$ cat src/rtl/cbc_pkg.sv
package cbc_pkg;
  localparam int CPU_AW   = 16;
  localparam int CPU_DW   = 8;
  localparam int LO_W     = 5;
  localparam int SEC_W    = 2;
  localparam int BANK_W   = LO_W + SEC_W;
  localparam int OFF_W    = 14;
  localparam int ROM_AW   = BANK_W + OFF_W;
  localparam int RAM_OFF_W = 13;
  localparam int RAM_AW   = RAM_OFF_W + SEC_W;
  localparam int NUM_CTL  = 4;
  localparam logic [3:0] ENABLE_KEY = 4'hA;

  localparam int SEL_RAM_EN  = 0;
  localparam int SEL_BANK_LO = 1;
  localparam int SEL_SEC     = 2;
  localparam int SEL_MODE    = 3;

  typedef enum logic [2:0] {
    ROM_2B, ROM_4B, ROM_8B, ROM_16B, ROM_32B, ROM_64B, ROM_128B, ROM_RSV
  } rom_size_e;

  typedef enum logic [1:0] {
    RAM_NONE, RAM_2K, RAM_8K, RAM_32K
  } ram_size_e;

  typedef struct packed {
    logic             ram_en;
    logic [LO_W-1:0]  bank_lo;
    logic [SEC_W-1:0] sec;
    logic             mode;
  } cbc_regs_t;

  localparam cbc_regs_t RESET_REGS = '{ram_en: 1'b0, bank_lo: LO_W'(1),
                                       sec: '0, mode: 1'b0};

  // Bits of the primary bank kept for each ROM size.
  function automatic logic [LO_W-1:0] lo_mask(rom_size_e c);
    case (c)
      ROM_2B:  return LO_W'(5'h01);
      ROM_4B:  return LO_W'(5'h03);
      ROM_8B:  return LO_W'(5'h07);
      ROM_16B: return LO_W'(5'h0F);
      default: return '1;
    endcase
  endfunction

  // Value loaded into the primary bank register on a write.
  function automatic logic [LO_W-1:0] next_bank_lo(logic [CPU_DW-1:0] d, rom_size_e c);
    logic [LO_W-1:0] m;
    m = d[LO_W-1:0] & lo_mask(c);
    return (m == '0) ? LO_W'(1) : m;
  endfunction

  // Bank used for the switchable upper half of the ROM window.
  function automatic logic [BANK_W-1:0] upper_bank(logic [LO_W-1:0] lo,
                                                   logic [SEC_W-1:0] sec,
                                                   rom_size_e c);
    case (c)
      ROM_64B:  return {1'b0, sec[0], lo};
      ROM_128B: return {sec, lo};
      default:  return {{SEC_W{1'b0}}, lo};
    endcase
  endfunction

  // Bank used for the fixed lower half of the ROM window.
  function automatic logic [BANK_W-1:0] lower_bank(logic [SEC_W-1:0] sec,
                                                   logic mode, rom_size_e c);
    if (!mode) return '0;
    case (c)
      ROM_64B:  return {1'b0, sec[0], {LO_W{1'b0}}};
      ROM_128B: return {sec, {LO_W{1'b0}}};
      default:  return '0;
    endcase
  endfunction

  // Byte index into the external RAM.
  function automatic logic [RAM_AW-1:0] ram_index(logic [RAM_OFF_W-1:0] off,
                                                  logic [SEC_W-1:0] sec,
                                                  logic mode, ram_size_e c);
    case (c)
      RAM_2K:  return {{(RAM_AW-11){1'b0}}, off[10:0]};
      RAM_8K:  return {{SEC_W{1'b0}}, off};
      RAM_32K: return mode ? {sec, off} : {{SEC_W{1'b0}}, off};
      default: return '0;
    endcase
  endfunction
endpackage

$ cat src/rtl/cbc_decode.sv
module cbc_decode
  import cbc_pkg::*;
#(
  parameter int AW = CPU_AW,
  parameter int NSEL = NUM_CTL
) (
  input  logic [AW-1:0] cpu_addr,
  input  logic          cpu_wr,
  output logic          rom_win,
  output logic          ram_win,
  output logic [NSEL-1:0] ctl_sel
);
  localparam int SW = $clog2(NSEL);
  logic ctl_wr;

  assign rom_win = ~cpu_addr[AW-1];
  assign ram_win = (cpu_addr[AW-1 -: 3] == 3'b101);
  assign ctl_wr  = cpu_wr & rom_win;

  for (genvar g = 0; g < NSEL; g++) begin : g_sel
    assign ctl_sel[g] = ctl_wr && (cpu_addr[AW-2 -: SW] == SW'(g));
  end
endmodule

$ cat src/rtl/cbc_regs.sv
module cbc_regs
  import cbc_pkg::*;
#(
  parameter int DW = CPU_DW,
  parameter int NSEL = NUM_CTL
) (
  input  logic            clk,
  input  logic            rst_n,
  input  logic [NSEL-1:0] ctl_sel,
  input  logic [DW-1:0]   wdata,
  input  rom_size_e       rom_size,
  output cbc_regs_t       q
);
  always_ff @(posedge clk or negedge rst_n) begin
    if (!rst_n) begin
      q <= RESET_REGS;
    end else begin
      if (ctl_sel[SEL_RAM_EN])  q.ram_en  <= (wdata[3:0] == ENABLE_KEY);
      if (ctl_sel[SEL_BANK_LO]) q.bank_lo <= next_bank_lo(wdata, rom_size);
      if (ctl_sel[SEL_SEC])     q.sec     <= wdata[SEC_W-1:0];
      if (ctl_sel[SEL_MODE])    q.mode    <= wdata[0];
    end
  end
endmodule

$ cat src/rtl/cbc_rom_map.sv
module cbc_rom_map
  import cbc_pkg::*;
#(
  parameter int OW = OFF_W,
  parameter int BW = BANK_W
) (
  input  logic [OW:0]    addr,
  input  cbc_regs_t      regs,
  input  rom_size_e      rom_size,
  output logic [BW+OW-1:0] rom_addr
);
  logic          hi_half;
  logic [BW-1:0] bank;

  assign hi_half  = addr[OW];
  assign bank     = hi_half ? upper_bank(regs.bank_lo, regs.sec, rom_size)
                            : lower_bank(regs.sec, regs.mode, rom_size);
  assign rom_addr = {bank, addr[OW-1:0]};
endmodule

$ cat src/rtl/cbc_ram_map.sv
module cbc_ram_map
  import cbc_pkg::*;
#(
  parameter int DW = CPU_DW,
  parameter int OW = RAM_OFF_W,
  parameter int AW = RAM_AW
) (
  input  logic [OW-1:0] off,
  input  logic          ram_win,
  input  logic          cpu_wr,
  input  cbc_regs_t     regs,
  input  ram_size_e     ram_size,
  input  logic [DW-1:0] ram_rdata,
  output logic          ram_cs,
  output logic          ram_we,
  output logic [AW-1:0] ram_addr,
  output logic [DW-1:0] rdata_out
);
  assign ram_cs    = ram_win & regs.ram_en & (ram_size != RAM_NONE);
  assign ram_we    = ram_cs & cpu_wr;
  assign ram_addr  = ram_index(off, regs.sec, regs.mode, ram_size);
  assign rdata_out = ram_cs ? ram_rdata : '1;
endmodule

$ cat src/rtl/cart_bank_ctrl.sv
module cart_bank_ctrl
  import cbc_pkg::*;
#(
  parameter int AW  = CPU_AW,
  parameter int DW  = CPU_DW,
  parameter int RAW = ROM_AW,
  parameter int SAW = RAM_AW
) (
  input  logic           clk,
  input  logic           rst_n,
  input  logic [2:0]     rom_size_code,
  input  logic [1:0]     ram_size_code,
  input  logic [AW-1:0]  cpu_addr,
  input  logic [DW-1:0]  cpu_wdata,
  input  logic           cpu_wr,
  output logic           rom_cs,
  output logic [RAW-1:0] rom_addr,
  input  logic [DW-1:0]  ram_rdata,
  output logic           ram_cs,
  output logic           ram_we,
  output logic [SAW-1:0] ram_addr,
  output logic [DW-1:0]  cpu_rdata_ext
);
  rom_size_e            rom_size;
  ram_size_e            ram_size;
  logic                 ram_win;
  logic [NUM_CTL-1:0]   ctl_sel;
  cbc_regs_t            regs_q;

  assign rom_size = rom_size_e'(rom_size_code);
  assign ram_size = ram_size_e'(ram_size_code);

  cbc_decode #(.AW(AW), .NSEL(NUM_CTL)) u_decode (
    .cpu_addr (cpu_addr),
    .cpu_wr   (cpu_wr),
    .rom_win  (rom_cs),
    .ram_win  (ram_win),
    .ctl_sel  (ctl_sel)
  );

  cbc_regs #(.DW(DW), .NSEL(NUM_CTL)) u_regs (
    .clk      (clk),
    .rst_n    (rst_n),
    .ctl_sel  (ctl_sel),
    .wdata    (cpu_wdata),
    .rom_size (rom_size),
    .q        (regs_q)
  );

  cbc_rom_map #(.OW(OFF_W), .BW(BANK_W)) u_rom_map (
    .addr     (cpu_addr[OFF_W:0]),
    .regs     (regs_q),
    .rom_size (rom_size),
    .rom_addr (rom_addr)
  );

  cbc_ram_map #(.DW(DW), .OW(RAM_OFF_W), .AW(SAW)) u_ram_map (
    .off       (cpu_addr[RAM_OFF_W-1:0]),
    .ram_win   (ram_win),
    .cpu_wr    (cpu_wr),
    .regs      (regs_q),
    .ram_size  (ram_size),
    .ram_rdata (ram_rdata),
    .ram_cs    (ram_cs),
    .ram_we    (ram_we),
    .ram_addr  (ram_addr),
    .rdata_out (cpu_rdata_ext)
  );
endmodule

$ cat config.mk
export PLATFORM = sky130hd
export DESIGN_NAME = cart_bank_ctrl
export DESIGN_NICKNAME = d
export VERILOG_FILES = /design/src/rtl/cbc_pkg.sv /design/src/rtl/cbc_decode.sv /design/src/rtl/cbc_regs.sv /design/src/rtl/cbc_rom_map.sv /design/src/rtl/cbc_ram_map.sv /design/src/rtl/cart_bank_ctrl.sv
export SDC_FILE = /design/constraint.sdc
export NUM_CORES = 1
export LEC_CHECK = 0
export ABC_AREA = 1
export BUFFER_PORTS_ARGS = -buffer_cell sky130_fd_sc_hd__buf_2
export CAP_MARGIN = 10
export CORE_ASPECT_RATIO = 2
export CORE_MARGIN = 1.5
export CORE_UTILIZATION = 30
export DETAILED_ROUTE_END_ITERATION = 10
export PLACE_DENSITY = 0.81
export SETUP_SLACK_MARGIN = 0.5
export SKIP_CTS_REPAIR_TIMING = 1
export SYNTH_ARGS = -nofsm -noshare
export SYNTH_HDL_FRONTEND = slang
export SYNTH_SLANG_ARGS = --single-unit
$ cat constraint.sdc
create_clock -name clk -period 2.2 [get_ports clk]
set_input_delay 0.22 -clock clk [delete_from_list [all_inputs] [get_ports clk]]
set_output_delay 0.22 -clock clk [all_outputs]
set_load 0.02 [all_outputs]
==> results.txt, run 1 <==
The flow ran to the end, and the final reports show no timing, DRC or antenna violations. The logs give 0 for the final count of hold timing violations and 0 for the number of warnings printed during yosys synthesis. The startpoint identified for the worst register-to-register timing path is u_regs.q[3]$_DFFE_PN1P_.

The first global-routing pass estimated 3.31 mm of wire. Tracing the worst setup path back leads to its startpoint at u_regs.q[0]$_DFFE_PN0P_. The number of buffers added by the clock tree synthesis step was 3. u_regs.q holds more flip-flops than any other register. The logs give 175 for the synthesized netlist net count and 1980 ps for the required time at the endpoint of the critical path. Setup violations remaining at the end of the flow were counted as 0. Dividing the final minimum period by the clock period gives 62.1%. Once layout is complete, the utilization of the core stands at 45.8%. The average wire per cell in the routed design is 9.43 um.

At the pin with the least slew margin, the transition time is 306 ps. The number of search-and-repair iterations in the first detailed-routing pass is 4. The proportion of layout cells with a drive suffix above 1 is 46.2%.

The overall die area was 3210 um^2; the setup TNS was 0 ps. The post-synthesis sequential area ratio is 26.3%, and the average via count per standard cell is 4.34. The tools report the beginning of the worst hold path as cpu_wdata[4]. For the wire length after detailed routing, the log shows 2.23 mm. The worst setup path is launched from a register. The tools report the final number of max-transition violations as 0. TritonCTS built the clock tree.

The floorplan has 27 rows. Setup repair after global routing left no endpoint under its margin. The number of global-route vias before repair came out at 894. In this run the horizontal extent of the chip is 40.9 um. STA classifies the critical path endpoint as an output pin. The detailed router finished its first iteration with 21 violations. The tools report the max-cap check violation count as 0. Yosys mapped the design onto 22 distinct sky130hd cell types. Initial antenna violation count: 0. The total overflow left after global routing is 0. The total number of vias came out at 1028. After detailed routing, the number of remaining DRC violations is 0. During I/O placement, the number of pins put on the boundary was 87. The top achievable clock speed was 0.732 GHz; the core footprint was 2740 um^2. Power per cell area: 524 nW/um^2. After synthesis, the mean cell area works out to 6.37 um^2. The die is 78.7 um tall. The count of H-tree levels built during CTS came out at 1. The clock period could shrink to 1370 ps. The critical path is of the register to output pin type. Path category of the worst min-delay check: input pin to register.

The repair_antennas step left the layout with diodes totalling 0. The number of flip-flops under the largest register name is 9. The reported leakage power was 0.000834 uW; the instance count of the mapped netlist was 135. The peak supply drop was 0.326 mV; the critical-path maximum fanout was 4. For the number of nets at the end of the flow, the log shows 249. Final setup skew: 0 ps.

At the later pin of the worst-skew pair, clock insertion delay measures 230 ps. The largest registers in the layout are u_regs.q x9. The synthesis-to-finish area growth came out at 45.7%.

Clock tree synthesis found a total of 9 sinks. CTS clock-pin slew for the worst setup and hold paths: 40 ps. The initial utilization of the core area, before any placement, comes to 31.4%. In this run the clock root is driven by a clkbuf_8.

The final-layout fill cell count came out at 300. Entering global routing, the biggest net connects 11 pins. In this run the remaining antenna-violating nets after routing total 0. The synthesized flop and latch total was 9. The count of input and output buffers works out to 83. Measured against its own limit, the worst slew margin works out to 79.5%. The congestion estimate from routability-driven global placement came to 0.702. The worst-case clock buffer depth came out at 2.

After legalization and detailed placement, the total HPWL measured 1.98 mm. The synthesized netlist occupies a cell area of 860 um^2. Total routing resource utilization after global routing: 14.7%. The tools report the arrival time reported for the critical path endpoint as 1150 ps.
worst paths after layout:
| check | to | slack (ps) | depth (start not counted) |
|---|---|---|---|
| setup / recovery | rom_addr[19] | 830 | 5 |
| hold / removal | u_regs.q[7]$_DFFE_PN0P_ | 260 | 3 |
| setup reg to reg | u_regs.q[3]$_DFFE_PN1P_ | 1460 | 2 |
| hold reg to reg | u_regs.q[5]$_DFFE_PN0P_ | 480 | 2 |
| max in group asynchronous | u_regs.q[3]$_DFFE_PN1P_ | 1590 | 2 |
| min in group asynchronous | u_regs.q[6]$_DFFE_PN0P_ | 370 | 2 |
power breakdown:
part	total [uW]	switching (uW)	internal (uW)
registers	219	19.4	199
clock network	193	67.0	126
logic	244	151	92.9
total	656	238	419
area by class of cell:
class	instances	area, um^2	area share (%)
clock buffers	4	45.0	3.60
inverters	32	120	9.59
flip-flops and latches	9	226	18.1
multi-input cells	78	392	31.3
well taps	29	36.3	2.90
repair buffers	85	433	34.6
worst max-delay path: stages (launching register included):
cell,delay [ps]
dfrtp_1,410
o21ai_1,180
nor2_1,50
o21ai_0,70
inv_1,50
buf_2,150
synthesized netlist by cell type (all sizes together):
cell	n	area (um^2)
a21oi	3	15.0
nor2	28	139
inv	32	120
dfstp	1	26.3
or2	8	50.1
a31oi	1	6.26
nor4	1	6.26
buf	16	121
nand3	4	32.5
nand4	1	6.26
o21ai	7	35.0
dfrtp	8	200
nand2	25	101
layer usage:
metal,global-route usage [%],up-vias,wire length (um)
met2,30.3,68,1270
met4,8.00,0,44
met5,0,-,0
li1,-,525,-
met3,1.12,5,267
met1,10.4,430,655
cells by family (layout without fill, tap and decap cells):
group	count (synthesis)	count (layout)	share of synthesized area, %
flip-flops	9	9	26.3
AND/OR/NAND/NOR	67	67	39.0
AO/OA/AOI/OAI	11	11	6.55
buffers and inverters	48	121	28.1
layout by cell type (no fill, tap or decap):
cell type      instances
buf_2                 83
inv_1                 30
nor2_1                24
nand2_1               24
or2_1                  8
dfrtp_1                8
o21ai_0                4
o21ai_1                3
nand3_1                3
a21oi_1                3
clkbuf_8               3
inv_2                  2
nor2_4                 2
nor2_2                 1
nor2_8                 1
nand3_4                1
nor4_1                 1
nand2_4                1
nand4_1                1
a31oi_1                1
clkbuf_1               1
dlygate4sd3_1          1
buf_4                  1
dfstp_2                1
metrics by stage:
| step | setup slack [ps] | power (uW) | hold slack (ps) | area [um^2] | std cells |
|---|---|---|---|---|---|
| floorplan | 891 | 385 | -75.6 | 860 | 135 |
| global placement | 915 | 462 | 75.8 | 1200 | 232 |
| detailed placement | 918 | 467 | 79.3 | 1200 | 232 |
| CTS | 823 | 661 | -170 | 1240 | 236 |
| global route | 729 | 704 | 294 | 1250 | 237 |
| finish | 834 | 656 | 259 | 1250 | 237 |
Power figures use the tool's default switching activity.
==> run 2: changes to the inputs <==
==> constraint.sdc (replaced) <==
create_clock -name clk -period 1.3 [get_ports clk]
set_input_delay 0.13 -clock clk [delete_from_list [all_inputs] [get_ports clk]]
set_output_delay 0.13 -clock clk [all_outputs]
set_load 0.02 [all_outputs]
==> results.txt, run 2 (synthesized netlist as in run 1, its figures left out) <==
The detail route stage leaves a number of antenna-violating nets equal to 0. Critical path class: register to output pin. For this run the aggregate overflow at the end of global routing stands at 0. The final-report setup violation count is 0. The count of buffering cells on the critical path with inverters included was 1; the average wire per cell in the routed design was 10.6 um.

The library cell used most frequently in the layout, excluding fill and tap cells, is buf_2. Static timing analysis puts the maximum clock frequency at 0.786 GHz. The final count of hold timing violations came out at 0.

The overall die width was 40.9 um; the logic depth of the worst register-to-register path was 3. STA classifies the critical path startpoint as a register. The reg-to-reg startpoint was u_regs.q[8]$_DFFE_PN0P_. Following the worst setup path forward leads to its endpoint at cpu_rdata_ext[6]. In this run the critical register-to-register path is captured at u_regs.q[8]$_DFFE_PN0P_.

Relative to the synthesized area, the layout overhead comes to 90.1%. The number of clock sinks is 9. For the initial standard-cell utilization of the core, the log shows 31.4%. The shortest clock period the worst path allows after layout works out to 1270 ps.

After clock tree synthesis, the clock-pin slew on the worst setup and hold paths is 40 ps. The repair_antennas step left the layout with diodes totalling 0. Clock tree synthesis selected as its root buffer the cell clkbuf_8.

The analysis attributes to cell leakage a power of 0.000967 uW. Counting the buffers created by CTS gives 3. The largest registers in the layout are u_regs.q x9. The delay contributed by the slowest stage of the critical path works out to 410 ps. TritonCTS built the clock tree.

For the worst setup path, the data required time is 1170 ps. After the first detailed-routing iteration, the DRC count stood at 16. Setup repair after global routing could not meet its margin everywhere. Count of input and output buffers: 83. At the pin with the least slew margin, the transition time is 251 ps. In this run the register-to-register setup slack is 440 ps.

The count of H-tree levels built during CTS came out at 1. After layout, the worst path uses 97.8% of the clock period. The logs give 247 for the final-layout fill cell count and 3 for the number of search-and-repair iterations in the first detailed-routing pass. Of the cells placed in the final design, the portion with a size suffix greater than 1 is 61.5%.

The register with the most flip-flops was u_regs.q. Clock skew on the completed layout was measured at 0 ps. The final layout contains 262 nets. The cell family contributing the most delay on the critical path is flip-flops. The number of flip-flops under the largest register name is 9, and the top-level port count is 87.

The run gives 3210 um^2 as the overall die area. Launching instance or port of the critical path: u_regs.q[8]$_DFFE_PN0P_. The clock latency of the later-clocked register in the worst-skew pair came out at 230 ps.

After floorplanning, the core was divided into 27 placement rows. Worst slack at placement: 77.4 ps. For this block, the via count after detailed routing is 1117.

Leaving out fill and tap cells, the most frequent cells in the layout are 53 x buf_2, 26 x inv_1, 23 x nand2_1, 23 x buf_6, 17 x buf_4. The HPWL after detailed placement is 1.90 mm. Path category of the worst min-delay check: input pin to register. The routed design has 2.64 mm of wire. The die outline height works out to 78.7 um. The core footprint was 2740 um^2; the worst-case clock buffer depth was 2. Wire length of the first global-routing pass: 3.07 mm.

The final number of max-transition violations is 0, and the worst slew margin relative to its limit is 83.3%. The critical path runs through a total of 3 cells. The logs give 1140 ps for the arrival time reported for the critical path endpoint and 13 for the maximum number of pins on one net before global-route repair. The initial antenna violation count came out at 0. For this design, the slowest cell found on the critical path is dfrtp_2. In the routed design, unresolved DRC markers number 0. The worst path meets setup with 28.2 ps of slack. The power per cell area came out at 787 nW/um^2.

STA classifies the critical path endpoint as an output pin. The max-cap check violation count is 0. Walking the worst path, the cells encountered are nand3_4 > or2_4 > buf_6.

The run gives 839 as the number of global-route vias before repair. Of all nets on the critical path, the largest fanout is 5. The logs give 13.3% for the total routing resource utilization after global routing and 0.688 for the last weighted congestion value of the routability-driven placer. Average via count per standard cell: 4.47.

The run finished with clean final reports. The worst-case IR drop observed on VDD is 0.749 mV. Adding up every negative setup slack in the final design gives 0 ps.
run 2: changes by cell type in the layout (fill, tap and decap cells not counted), moves of 11 or more:
| cell | previous run | this run |
|---|---|---|
| buf_2 | 83 | 53 |
| buf_4 | 1 | 17 |
| buf_6 | 0 | 23 |
| nor2_1 | 24 | 13 |
run 2: tightest hold or removal path: stages:
cell and delay [ps]:
buf_2 100, nand2_1 70, o21ai_1 60
run 2: power breakdown:
part	internal (uW)	total, uW	switching [uW]	leakage [uW]
logic	281	592	311	0.000836
clock network	213	313	99.8	0.0000228
registers	339	381	41.8	0.000109
run 2: final cells by class:
type / count / area (um^2) / share of cell area [%]
timing repair buffer: 97 / 712 / 43.6
multi-input combinational: 79 / 493 / 30.2
sequential: 9 / 228 / 13.9
inverter: 32 / 120 / 7.35
clock buffer: 4 / 45.0 / 2.76
tap: 29 / 36.3 / 2.22
run 2: worst min-delay path by stage:
| stage | startpoint | slack, ps | cells after the start | endpoint |
|---|---|---|---|---|
| 4_1_cts | rst_n | -250 | 1 | u_regs.q[8]$_DFFE_PN0P_ |
| 3_3_place_gp | rst_n | -10 | 1 | u_regs.q[5]$_DFFE_PN0P_ |
| 2_1_floorplan | rst_n | -170 | 0 | u_regs.q[0]$_DFFE_PN0P_ |
| 3_5_place_dp | rst_n | -8 | 1 | u_regs.q[4]$_DFFE_PN0P_ |
| 6_report | cpu_wdata[4] | 170 | 3 | u_regs.q[7]$_DFFE_PN0P_ |
| 5_1_grt | cpu_wdata[4] | 190 | 3 | u_regs.q[7]$_DFFE_PN0P_ |
run 2: metal layers:
layer | GRT usage (%) | wire length (um)
met5 | 0 | 0
met4 | 6.00 | 33
met3 | 1.68 | 260
met2 | 26.1 | 1560
met1 | 11.0 | 789
run 2: per-stage QoR:
step / instance area [um^2] / hold WS (ps) / instances / total power [uW] / util, %
detailed placement: 1260 / -7.97 / 232 / 815 / 45.9
CTS: 1300 / -249 / 236 / 1130 / 47.6
finish: 1630 / 174 / 250 / 1290 / 59.7
floorplan: 906 / -166 / 135 / 670 / -
global route: 1630 / 191 / 250 / 1370 / 59.7
global placement: 1260 / -14.8 / 232 / 807 / 45.9
